**src/rtl/hdlc_afr_pkg.sv**
```systemverilog
package hdlc_afr_pkg;

   localparam int unsigned OCTET_W = 8;

   typedef enum logic {
      TGT_ADDR = 1'b0,
      TGT_MASK = 1'b1
   } afr_tgt_e;

   // True when every bit not excluded by the mask agrees with the stored value
   function automatic logic octet_match(input logic [OCTET_W-1:0] rx,
                                        input logic [OCTET_W-1:0] ref_v,
                                        input logic [OCTET_W-1:0] dontcare);
      return ((rx ^ ref_v) & ~dontcare) == '0;
   endfunction

endpackage

```
**src/rtl/afr_regfile.sv**
```systemverilog
module afr_regfile
   import hdlc_afr_pkg::*;
#(
   parameter int unsigned NUM_CH   = 32,
   parameter int unsigned WORD_W   = 16,
   parameter bit          HAS_MASK = 1'b1,
   localparam int unsigned CH_W    = $clog2(NUM_CH)
) (
   input  logic              clk,
   input  logic              rst_n,
   input  logic              wr_en,
   input  afr_tgt_e          acc_tgt,
   input  logic [CH_W-1:0]   acc_ch,
   input  logic [WORD_W-1:0] wr_data,
   output logic [WORD_W-1:0] acc_rdata,
   input  logic [CH_W-1:0]   rx_ch,
   output logic [WORD_W-1:0] rx_addr,
   output logic [WORD_W-1:0] rx_mask
);

   logic [WORD_W-1:0] addr_rd [NUM_CH];
   logic [WORD_W-1:0] mask_rd [NUM_CH];

   for (genvar gi = 0; gi < NUM_CH; gi++) begin : g_ch
      logic sel_here;
      logic [WORD_W-1:0] addr_q;
      assign sel_here = wr_en && (acc_ch == CH_W'(gi));

      always_ff @(posedge clk or negedge rst_n) begin
         if (!rst_n)
            addr_q <= '0;
         else if (sel_here && acc_tgt == TGT_ADDR)
            addr_q <= wr_data;
      end
      assign addr_rd[gi] = addr_q;

      if (HAS_MASK) begin : g_mask
         logic [WORD_W-1:0] mask_q;
         always_ff @(posedge clk or negedge rst_n) begin
            if (!rst_n)
               mask_q <= '0;
            else if (sel_here && acc_tgt == TGT_MASK)
               mask_q <= wr_data;
         end
         assign mask_rd[gi] = mask_q;
      end else begin : g_nomask
         assign mask_rd[gi] = '0;
      end
   end

   assign acc_rdata = (acc_tgt == TGT_MASK) ? mask_rd[acc_ch] : addr_rd[acc_ch];
   assign rx_addr   = addr_rd[rx_ch];
   assign rx_mask   = mask_rd[rx_ch];

endmodule

```
**src/rtl/afr_cpu_port.sv**
```systemverilog
module afr_cpu_port
   import hdlc_afr_pkg::*;
#(
   parameter int unsigned CH_W   = 5,
   parameter int unsigned CMD_W  = 16,
   parameter int unsigned WORD_W = 16
) (
   input  logic              clk,
   input  logic              rst_n,
   input  logic              cmd_we,
   input  logic [CMD_W-1:0]  cmd_wdata,
   input  logic              data_we,
   input  logic [WORD_W-1:0] data_wdata,
   input  logic              rx_lookup,
   input  logic [WORD_W-1:0] mem_rdata,
   output logic [CMD_W-1:0]  cmd_q,
   output logic [WORD_W-1:0] data_q,
   output logic              busy,
   output logic [CH_W-1:0]   acc_ch,
   output afr_tgt_e          acc_tgt,
   output logic              mem_we
);

   localparam int unsigned DIR_BIT = CH_W;
   localparam int unsigned TGT_BIT = CH_W + 1;
   localparam int unsigned USED_W  = CH_W + 2;
   localparam logic [CMD_W-1:0] CMD_KEEP = {{(CMD_W-USED_W){1'b0}}, {USED_W{1'b1}}};

   if (CMD_W < USED_W) begin : g_bad_cmd_w
      $error("afr_cpu_port: command register too narrow for channel field");
   end

   logic pend_q;
   logic exec;

   assign exec = pend_q && !rx_lookup;

   always_ff @(posedge clk or negedge rst_n) begin
      if (!rst_n) begin
         cmd_q  <= '0;
         pend_q <= 1'b0;
      end else if (cmd_we && !pend_q) begin
         cmd_q  <= cmd_wdata & CMD_KEEP;
         pend_q <= 1'b1;
      end else if (exec) begin
         pend_q <= 1'b0;
      end
   end

   always_ff @(posedge clk or negedge rst_n) begin
      if (!rst_n)
         data_q <= '0;
      else if (exec && cmd_q[DIR_BIT])
         data_q <= mem_rdata;
      else if (data_we)
         data_q <= data_wdata;
   end

   assign busy    = pend_q;
   assign acc_ch  = cmd_q[CH_W-1:0];
   assign acc_tgt = afr_tgt_e'(cmd_q[TGT_BIT]);
   assign mem_we  = exec && !cmd_q[DIR_BIT];

   assert_busy_after_cmd_R3: assert property (@(posedge clk) disable iff (!rst_n)
      (cmd_we && !busy) |=> busy);
   assert_rx_holds_access_R10: assert property (@(posedge clk) disable iff (!rst_n)
      (busy && rx_lookup) |=> busy);
   assert_idle_runs_access_R4: assert property (@(posedge clk) disable iff (!rst_n)
      (busy && !rx_lookup) |=> !busy);
   assert_cmd_frozen_R11: assert property (@(posedge clk) disable iff (!rst_n)
      busy |=> $stable(cmd_q));

endmodule

```
**src/rtl/afr_match.sv**
```systemverilog
module afr_match
   import hdlc_afr_pkg::*;
#(
   parameter int unsigned NUM_CH = 32,
   parameter int unsigned WORD_W = 16,
   localparam int unsigned CH_W  = $clog2(NUM_CH)
) (
   input  logic                clk,
   input  logic                rst_n,
   input  logic                rx_valid,
   input  logic [CH_W-1:0]     rx_ch,
   input  logic                rx_second,
   input  logic [OCTET_W-1:0]  rx_byte,
   input  logic [WORD_W-1:0]   ref_word,
   input  logic [WORD_W-1:0]   dc_word,
   input  logic [NUM_CH-1:0]   en_first,
   input  logic [NUM_CH-1:0]   en_second,
   output logic                dec_valid,
   output logic [CH_W-1:0]     dec_ch,
   output logic                dec_accept
);

   logic [NUM_CH-1:0]  first_ok_q;
   logic [OCTET_W-1:0] ref_oct, dc_oct;
   logic               hit, en1, en2, fire, verdict, park;

   always_comb begin
      ref_oct = rx_second ? ref_word[2*OCTET_W-1:OCTET_W] : ref_word[OCTET_W-1:0];
      dc_oct  = rx_second ? dc_word[2*OCTET_W-1:OCTET_W]  : dc_word[OCTET_W-1:0];
      hit     = octet_match(rx_byte, ref_oct, dc_oct);
      en1     = en_first[rx_ch];
      en2     = en_second[rx_ch];
      fire    = 1'b0;
      park    = 1'b0;
      verdict = 1'b0;
      if (rx_valid) begin
         if (!rx_second) begin
            if (en2) park = 1'b1;
            else begin
               fire    = 1'b1;
               verdict = !en1 || hit;
            end
         end else if (en2) begin
            fire    = 1'b1;
            verdict = first_ok_q[rx_ch] && hit;
         end
      end
   end

   always_ff @(posedge clk or negedge rst_n) begin
      if (!rst_n) begin
         first_ok_q <= '0;
         dec_valid  <= 1'b0;
         dec_ch     <= '0;
         dec_accept <= 1'b0;
      end else begin
         if (park) first_ok_q[rx_ch] <= !en1 || hit;
         dec_valid <= fire;
         if (fire) begin
            dec_ch     <= rx_ch;
            dec_accept <= verdict;
         end
      end
   end

   assert_no_pulse_without_octet_R7: assert property (@(posedge clk) disable iff (!rst_n)
      !rx_valid |=> !dec_valid);
   assert_open_channel_accepts_R8: assert property (@(posedge clk) disable iff (!rst_n)
      (rx_valid && !rx_second && !en_first[rx_ch] && !en_second[rx_ch])
      |=> (dec_valid && dec_accept));
   assert_unused_second_silent_R12: assert property (@(posedge clk) disable iff (!rst_n)
      (rx_valid && rx_second && !en_second[rx_ch]) |=> !dec_valid);

endmodule

```
**src/rtl/hdlc_afr_top.sv**
```systemverilog
module hdlc_afr_top
   import hdlc_afr_pkg::*;
#(
   parameter int unsigned NUM_CH   = 32,
   parameter int unsigned CMD_W    = 16,
   parameter bit          HAS_MASK = 1'b1,
   localparam int unsigned CH_W    = $clog2(NUM_CH),
   localparam int unsigned WORD_W  = 2 * OCTET_W
) (
   input  logic              clk,
   input  logic              rst_n,
   input  logic              cpu_cmd_we,
   input  logic [CMD_W-1:0]  cpu_cmd_wdata,
   input  logic              cpu_data_we,
   input  logic [WORD_W-1:0] cpu_data_wdata,
   output logic [CMD_W-1:0]  cpu_cmd_q,
   output logic [WORD_W-1:0] cpu_data_q,
   output logic              cpu_busy,
   input  logic              rx_valid,
   input  logic [CH_W-1:0]   rx_ch,
   input  logic              rx_second,
   input  logic [OCTET_W-1:0] rx_byte,
   input  logic [NUM_CH-1:0] cfg_en_first,
   input  logic [NUM_CH-1:0] cfg_en_second,
   output logic              dec_valid,
   output logic [CH_W-1:0]   dec_ch,
   output logic              dec_accept
);

   if (NUM_CH < 2 || (1 << CH_W) != NUM_CH) begin : g_bad_num_ch
      $error("hdlc_afr_top: NUM_CH must be a power of two of at least 2");
   end

   logic [CH_W-1:0]   acc_ch;
   afr_tgt_e          acc_tgt;
   logic              mem_we;
   logic [WORD_W-1:0] acc_rdata, rx_addr, rx_mask;

   afr_cpu_port #(.CH_W(CH_W), .CMD_W(CMD_W), .WORD_W(WORD_W)) i_cpu (
      .clk        (clk),
      .rst_n      (rst_n),
      .cmd_we     (cpu_cmd_we),
      .cmd_wdata  (cpu_cmd_wdata),
      .data_we    (cpu_data_we),
      .data_wdata (cpu_data_wdata),
      .rx_lookup  (rx_valid),
      .mem_rdata  (acc_rdata),
      .cmd_q      (cpu_cmd_q),
      .data_q     (cpu_data_q),
      .busy       (cpu_busy),
      .acc_ch     (acc_ch),
      .acc_tgt    (acc_tgt),
      .mem_we     (mem_we)
   );

   afr_regfile #(.NUM_CH(NUM_CH), .WORD_W(WORD_W), .HAS_MASK(HAS_MASK)) i_mem (
      .clk       (clk),
      .rst_n     (rst_n),
      .wr_en     (mem_we),
      .acc_tgt   (acc_tgt),
      .acc_ch    (acc_ch),
      .wr_data   (cpu_data_q),
      .acc_rdata (acc_rdata),
      .rx_ch     (rx_ch),
      .rx_addr   (rx_addr),
      .rx_mask   (rx_mask)
   );

   afr_match #(.NUM_CH(NUM_CH), .WORD_W(WORD_W)) i_match (
      .clk        (clk),
      .rst_n      (rst_n),
      .rx_valid   (rx_valid),
      .rx_ch      (rx_ch),
      .rx_second  (rx_second),
      .rx_byte    (rx_byte),
      .ref_word   (rx_addr),
      .dc_word    (rx_mask),
      .en_first   (cfg_en_first),
      .en_second  (cfg_en_second),
      .dec_valid  (dec_valid),
      .dec_ch     (dec_ch),
      .dec_accept (dec_accept)
   );

endmodule

```
**config.mk**
```make
export PLATFORM = sky130hd
export DESIGN_NAME = hdlc_afr_top
export DESIGN_NICKNAME = d
export VERILOG_FILES = /design/src/rtl/hdlc_afr_pkg.sv /design/src/rtl/afr_regfile.sv /design/src/rtl/afr_cpu_port.sv /design/src/rtl/afr_match.sv /design/src/rtl/hdlc_afr_top.sv
export SDC_FILE = /design/constraint.sdc
export NUM_CORES = 2
export LEC_CHECK = 0
export BUFFER_PORTS_ARGS = -buffer_cell sky130_fd_sc_hd__buf_2
export CAP_MARGIN = 5
export CELL_PAD_IN_SITES_DETAIL_PLACEMENT = 1
export CELL_PAD_IN_SITES_GLOBAL_PLACEMENT = 1
export CORE_AREA = 2 2 289 405
export CTS_BUF_LIST = sky130_fd_sc_hd__clkbuf_8
export DETAILED_ROUTE_END_ITERATION = 12
export DIE_AREA = 0 0 291 407
export PLACE_DENSITY = 0.82
export SLEW_MARGIN = 10
export SYNTH_ARGS = -nofsm -noshare
export SYNTH_HDL_FRONTEND = slang
export SYNTH_SLANG_ARGS = --single-unit
```
**constraint.sdc**
```tcl
create_clock -name clk -period 3.6 [get_ports clk]
set_clock_uncertainty 0.15 [all_clocks]
set_input_delay 0.72 -clock clk [delete_from_list [all_inputs] [get_ports clk]]
set_output_delay 0.72 -clock clk [all_outputs]
set_load 0.02 [all_outputs]
```
### Yosys cells after proc, flatten, opt, wreduce, memory -nomap -nowiden

Cells that the tools add are included.
W data, S select, Z words.

* magnitude comparators: 4
* eq/ne operators: 31
* muxes and demuxes: 38
* bitwise logic cells: 6
* reduce and logical (&&, ||, !) cells: 111

Operator list (count)
* $bmux W16 S5: 4
* $mux W16: 11
* $logic_and A1 B1 Y1: 102
* $eq A5 B5 Y1 const B: 16
* $eq A5 B4 Y1 const B: 8
* $bwmux W32: 1
* $eq A5 B3 Y1 const B: 4
* $mux W1: 16
* $mux W8: 2
* $bmux W1 S5: 3
* $ge A6 B6 Y1 const B: 2
* $not A5 Y6: 2
* $eq A5 B2 Y1 const B: 2
* $and A8 B8 Y8: 1
* $logic_not A8 Y1: 1
* $not A8 Y8: 1
* $xor A8 B8 Y8: 1
* $lt A5 B6 Y1 const B: 1
* $demux W1 S5: 1
* $eq A5 B1 Y1 const B: 1
* $ge A5 B1 Y1 const B: 1
* $logic_not A5 Y1: 1
* $logic_not A1 Y1: 4
* $reduce_bool A2 Y1: 2
* other kinds (2): 2

* bits in registers: 1087
* bits of input ports: 115
* word-level logic and storage cells: 261

### Depth between registers and ports, before layout

* word-level depth: 12
* depth in mapped cells: 18
* gate-level depth less buffers: 11

### Hierarchy

A second synthesis with hierarchy kept.

* cell total of the unflattened synthesis: 3951
* area total of the unflattened synthesis: 58917.8 um^2

By module, submodules not included
* afr_regfile: times used 1, cells each 3580, area an instance 54780.0 um^2, seq. area each 25624.6 um^2
* afr_match: times used 1, cells each 284, area an instance 2826.5 um^2, seq. area each 975.9 um^2
* afr_cpu_port: times used 1, cells each 87, area an instance 1311.3 um^2, seq. area each 600.6 um^2

### Worst setup path after synthesis

OpenSTA, ideal clock, no wires.

* path kind: input port to flip-flop
* start: in rx_ch[0]
* end: reg i_match.dec_accept
* arrival time: 3.885 ns
* data required time: 3.324 ns
* path slack: -0.561 ns
* cell stages on the path: 17
* buffers on the path: 7
* cells stage by stage: buf_6 > buf_6 > buf_6 > buf_6 > buf_6 > buf_4 > buf_2 > mux4_2 > a22oi_1 > nand4_1 > ha_1 > nand2_1 > inv_1 > o211ai_1 > nor3_1 > and3_1 > a221o_1

RTL lines
* start, declared: line hdlc_afr_top.sv:20 `input logic [CH_W-1:0] rx_ch,`
* $bmux W1 S5 *: line afr_match.sv:32 `en2 = en_second[rx_ch];`
* $mux W1 (not written as such) *: line afr_match.sv:32
* $mux W1 (on tied branches): line afr_match.sv:38, afr_match.sv:43
* $mux W1 *: line afr_match.sv:37 `if (!rx_second) begin`
* $mux W1 *: line afr_match.sv:36 `if (rx_valid) begin`
* named net i_match.fire: line afr_match.sv:25 `logic hit, en1, en2, fire, verdict, park;`
* end signal, assigned: line afr_match.sv:61 `dec_accept <= verdict;`
* end, declared: line afr_match.sv:20 `output logic dec_accept`

The timed path passes the listed nets; every way through them passes the cells marked *. The select of a mux whose other input is x is not followed.
A chain may end at the register's enable or synchronous reset.

### Worst setup path in the final report

* start: in rx_ch[3]
* end: reg i_match.first_ok_q[28]

* cells in the longest elaborated chain, start to end: 10

Ends and longest elaborated chain
* $not A5 Y6 (not written as such): line afr_regfile.sv:52, afr_regfile.sv:53
* $bmux W16 S5 (on tied branches): line afr_regfile.sv:52, afr_regfile.sv:53
* $mux W16 (on tied branches) (2 in series): line afr_regfile.sv:52, afr_regfile.sv:53
* $mux W8 (on tied branches): line afr_match.sv:28, afr_match.sv:29
* $xor A8 B8 Y8 or $not A8 Y8 (tied branches): line hdlc_afr_pkg.sv:14 `return ((rx ^ ref_v) & ~dontcare) == '0;`
* $and A8 B8 Y8: line hdlc_afr_pkg.sv:14
* $logic_not A8 Y1: line hdlc_afr_pkg.sv:14
* $logic_or A1 B1 Y1: line afr_match.sv:57 `if (park) first_ok_q[rx_ch] <= !en1 || hit;`
* $bwmux W32: line afr_match.sv:57
* end signal, assigned by index: line afr_match.sv:57
* end, declared: line afr_match.sv:23 `logic [NUM_CH-1:0] first_ok_q;`

Parallel ways exist; a longest one is shown, timed or not. The select of a mux whose other input is x is not followed.

==> results.cfg <==
[status]
status = complete, but fails checks
violations = setup timing

[clock_network]
cts_buffer_depth = 3
clk_latency_ns = 0.93
cts_buffers = 170
cts.sinks = 1087
root_buffer = clkbuf_8
path_clk_slew_ns = 0.06
htree_levels = 4
cts_tree = yes

[drt]
vias_per_cell = 7.01
totalWireLength_microns = 214000
drcViolationCount = 0
wl_per_cell_microns = 37.1
drt-initial-drc-count = 4006
firstDrtPassIters = 7
vias = 40400
ant_nets = 0

[timing]
max_freq_mhz = 274
rsz0062_at_grt = false
setup_viol = 33
hold_viol = 0
tightestPinTransition_ns = 1.05
drv_slew = 0
setup_tns_ns = -1.02
period_share_pct = 102
slew_headroom_pct = 29.9
min_period_ns = 3.66
fin_ws_ns = -0.0551

[setup_path]
cp.depth = 15
start_kind = primary input
crit_arrival_ns = 4.34
path_cells = buf_2 > nor2b_1 > and2_1 > buf_4 > a22oi_1 > nor4b_2 > buf_4 > a31oi_1 > xnor2_1 > o22ai_2 > nor4b_4 > buf_4 > a41o_4 > buf_12 > mux2_2
end_kind = register
path_common_cell = buf_4
r2r_slack_ns = 0
cp_top_family = simple AND/OR/NAND/NOR gates
path_class = primary input to register
max_stage_delay_ns = 0.42
crit_fanout = 25
crit_buf_inv = 5
critPathRequiredTime_ns = 4.29
reg2reg_from = i_mem.g_ch[6].g_mask.mask_q[15]$_DFFE_PN0P_
reg2reg_to = i_match.dec_accept$_DFFE_PN0P_
r2r_cells = 11
crit_path_top_delay_cell = nor2b_1

[final_layout]
final_nets = 4246
syn2layout_area_growth_pct = 16.1
nFillCells = 10400
postLayoutCoreUtil_pct = 58.9
drive_above_1_share_pct = 60.1
ff_latch_area_sq_um = 27200
multiInputGateArea_sq_um = 29300
fin_cells = 5766
final_cell_area_sq_um = 67500

[placed_design]
dp.cells = 5420
dp_hpwl_microns = 141000
placed_area_sq_um = 63500
io_buffer_count = 136
gp_congestion = 0.948

[global_route]
track_usage_pct = 36.8
met3_usage_pct = 10.2
grt_util_met1_pct = 41.3
grt.busiest_layer = met2
grt_pass1_vias = 45100
grt.met2_usage_pct = 59.3
grt_pass1_wl_microns = 316000
grt-ovfl-total = 0
grt_max_degree = 132
antenna_found_initial = 11

[yosys]
synth_edf_count = 0
yosys_warnings = 0
syn_inst = 3739
yosysMostFrequentCell = dfrtp_1
synth_area_leaders = dfrtp_1 47%, mux4_2 23%, mux2_2 20%
yosys.area.top_type_share_pct = 46.8
syn_avg_cell_area_sq_um = 15.5
synth_top_cell_by_area = dfrtp_1
synth_ff_type = dfrtp_1
ys_top_cells_by_count = 1087 x dfrtp_1, 1055 x mux2_2, 581 x mux4_2, 254 x clkbuf_1, 102 x nor2_1
synth-async-reset-ratio_pct = 100
ys_seq_elements = 1087
seq_area_frac_synth_pct = 46.8
synth_cell_types = 65
synthesis.area_sq_um = 58100

[floorplan]
die_w_microns = 291
die_y_microns = 407
io-pin-count = 155
rows = 147
start_util_pct = 50.7
coreArea_sq_um = 115000
die-area_sq_um = 118000

[power]
total_power_mw = 36.8
power_leakage_nw = 31.2
powerDensity_nw_per_um2 = 545
ir_worst_vdd_mv = 0.458

[min_path]
holdPathEnd = i_cpu.data_q[10]$_DFFE_PN0P_
whs_path_depth = 3
hold_class = primary input to register
hp-start = cpu_data_wdata[10]

[flow_run]
timing.max_cap.violations = 0
==> routing by layer <==
metal	wire length, microns	part of all wire (%)
met1	71700	34
met2	102000	48
met3	19600	9.2
met4	20400	9.5
met5	71	0.033
==> report_power, final <==
| part | leakage [nW] | internal (mW) | switching [mW] |
|---|---|---|---|
| Clock | 2.07 | 5.85 | 5.35 |
| Sequential | 14.9 | 14.2 | 1.83 |
| Combinational | 14.2 | 4.82 | 4.76 |
==> worst register-to-register path: stages (launching register included) <==
cell and delay [ns]:
dfrtp_1 0.40, mux4_2 0.49, mux2_2 0.30, a22oi_1 0.67, a21oi_1 0.17, buf_4 0.18, nor2_2 0.17, nor4b_4 0.10
buf_4 0.16, a41o_4 0.26, buf_12 0.16, a221o_1 0.30
==> kinds of logic after synthesis <==
group	after synthesis	share of synthesized area [%]
multiplexers	1748	45.1
flip-flops	1087	46.8
buffers and inverters	392	3.17
AND/OR/NAND/NOR	304	2.46
AO/OA/AOI/OAI	200	2.38
XOR/XNOR	6	0.0904
adder cells (fa/ha/maj)	1	0.0215
other	1	0.00645
==> worst max path at each step <==
stage	end	start	slack (ns)
2_1_floorplan	i_match.dec_accept$_DFFE_PN0P_	rx_ch[0]	-0.08
3_3_place_gp	i_match.first_ok_q[24]$_DFFE_PN0P_	rx_ch[0]	-1.01
3_5_place_dp	i_match.first_ok_q[0]$_DFFE_PN0P_	rx_ch[0]	-1.10
4_1_cts	i_match.dec_accept$_DFFE_PN0P_	rx_ch[0]	0.03
5_1_grt	i_match.first_ok_q[28]$_DFFE_PN0P_	rx_ch[3]	0.008
6_report	i_match.first_ok_q[28]$_DFFE_PN0P_	rx_ch[3]	-0.06
==> per-stage QoR <==
step	hold slack [ns]	worst slack [ns]
floorplan	0.274	-0.0838
global placement	0.308	-1.01
detailed placement	0.339	-1.10
CTS	0.0721	0.0298
global route	0.115	0.00790
finish	0.130	-0.0551
==> area by class of cell <==
class                   count  share of cell area, %
multi-input cells        2268                   43.4
flip-flops and latches   1087                   40.4
repair buffers            600                   8.12
clock buffers             228                   4.65
well taps                1490                   2.76
clock inverters            84                  0.655
diodes                      6                 0.0223
inverters                   3                 0.0167
==> registers in the layout, summed over array words and instances (netlist names) <==
signal / count
i_cpu.data_q: 16
i_match.dec_ch: 5
i_mem.g_ch.g_mask.mask_q: 512
i_match.dec_accept: 1
i_mem.g_ch.addr_q: 512
i_match.dec_valid: 1
i_cpu.cmd_q: 7
i_match.first_ok_q: 32
i_cpu.busy: 1
==> repair_timing <==
action,CTS,global route
endpoints found under the hold margin,59,0
resized for setup,3,6
cloned,0,0
hold buffers,24,0
setup buffers,4,0
setup endpoints to repair,34,33
==> layout by cell type, fill, tap and decap left out, drive strengths merged, types with 5 or more instances in the layout <==
cell         instances
a21oi               38
a221oi               5
a22oi               76
a31oi               11
buf                576
clkbuf             228
clkinv              14
conb                 9
dfrtp             1087
diode                6
dlygate4sd3         24
inv                 66
mux2              1078
mux2i               89
mux4               581
nand2               94
nand2b               7
nand3               32
nand4                8
nor2               103
nor2b               10
nor3                21
o211ai               5
o21ai                8
o22ai               36
(Power assumes the default switching activity.)
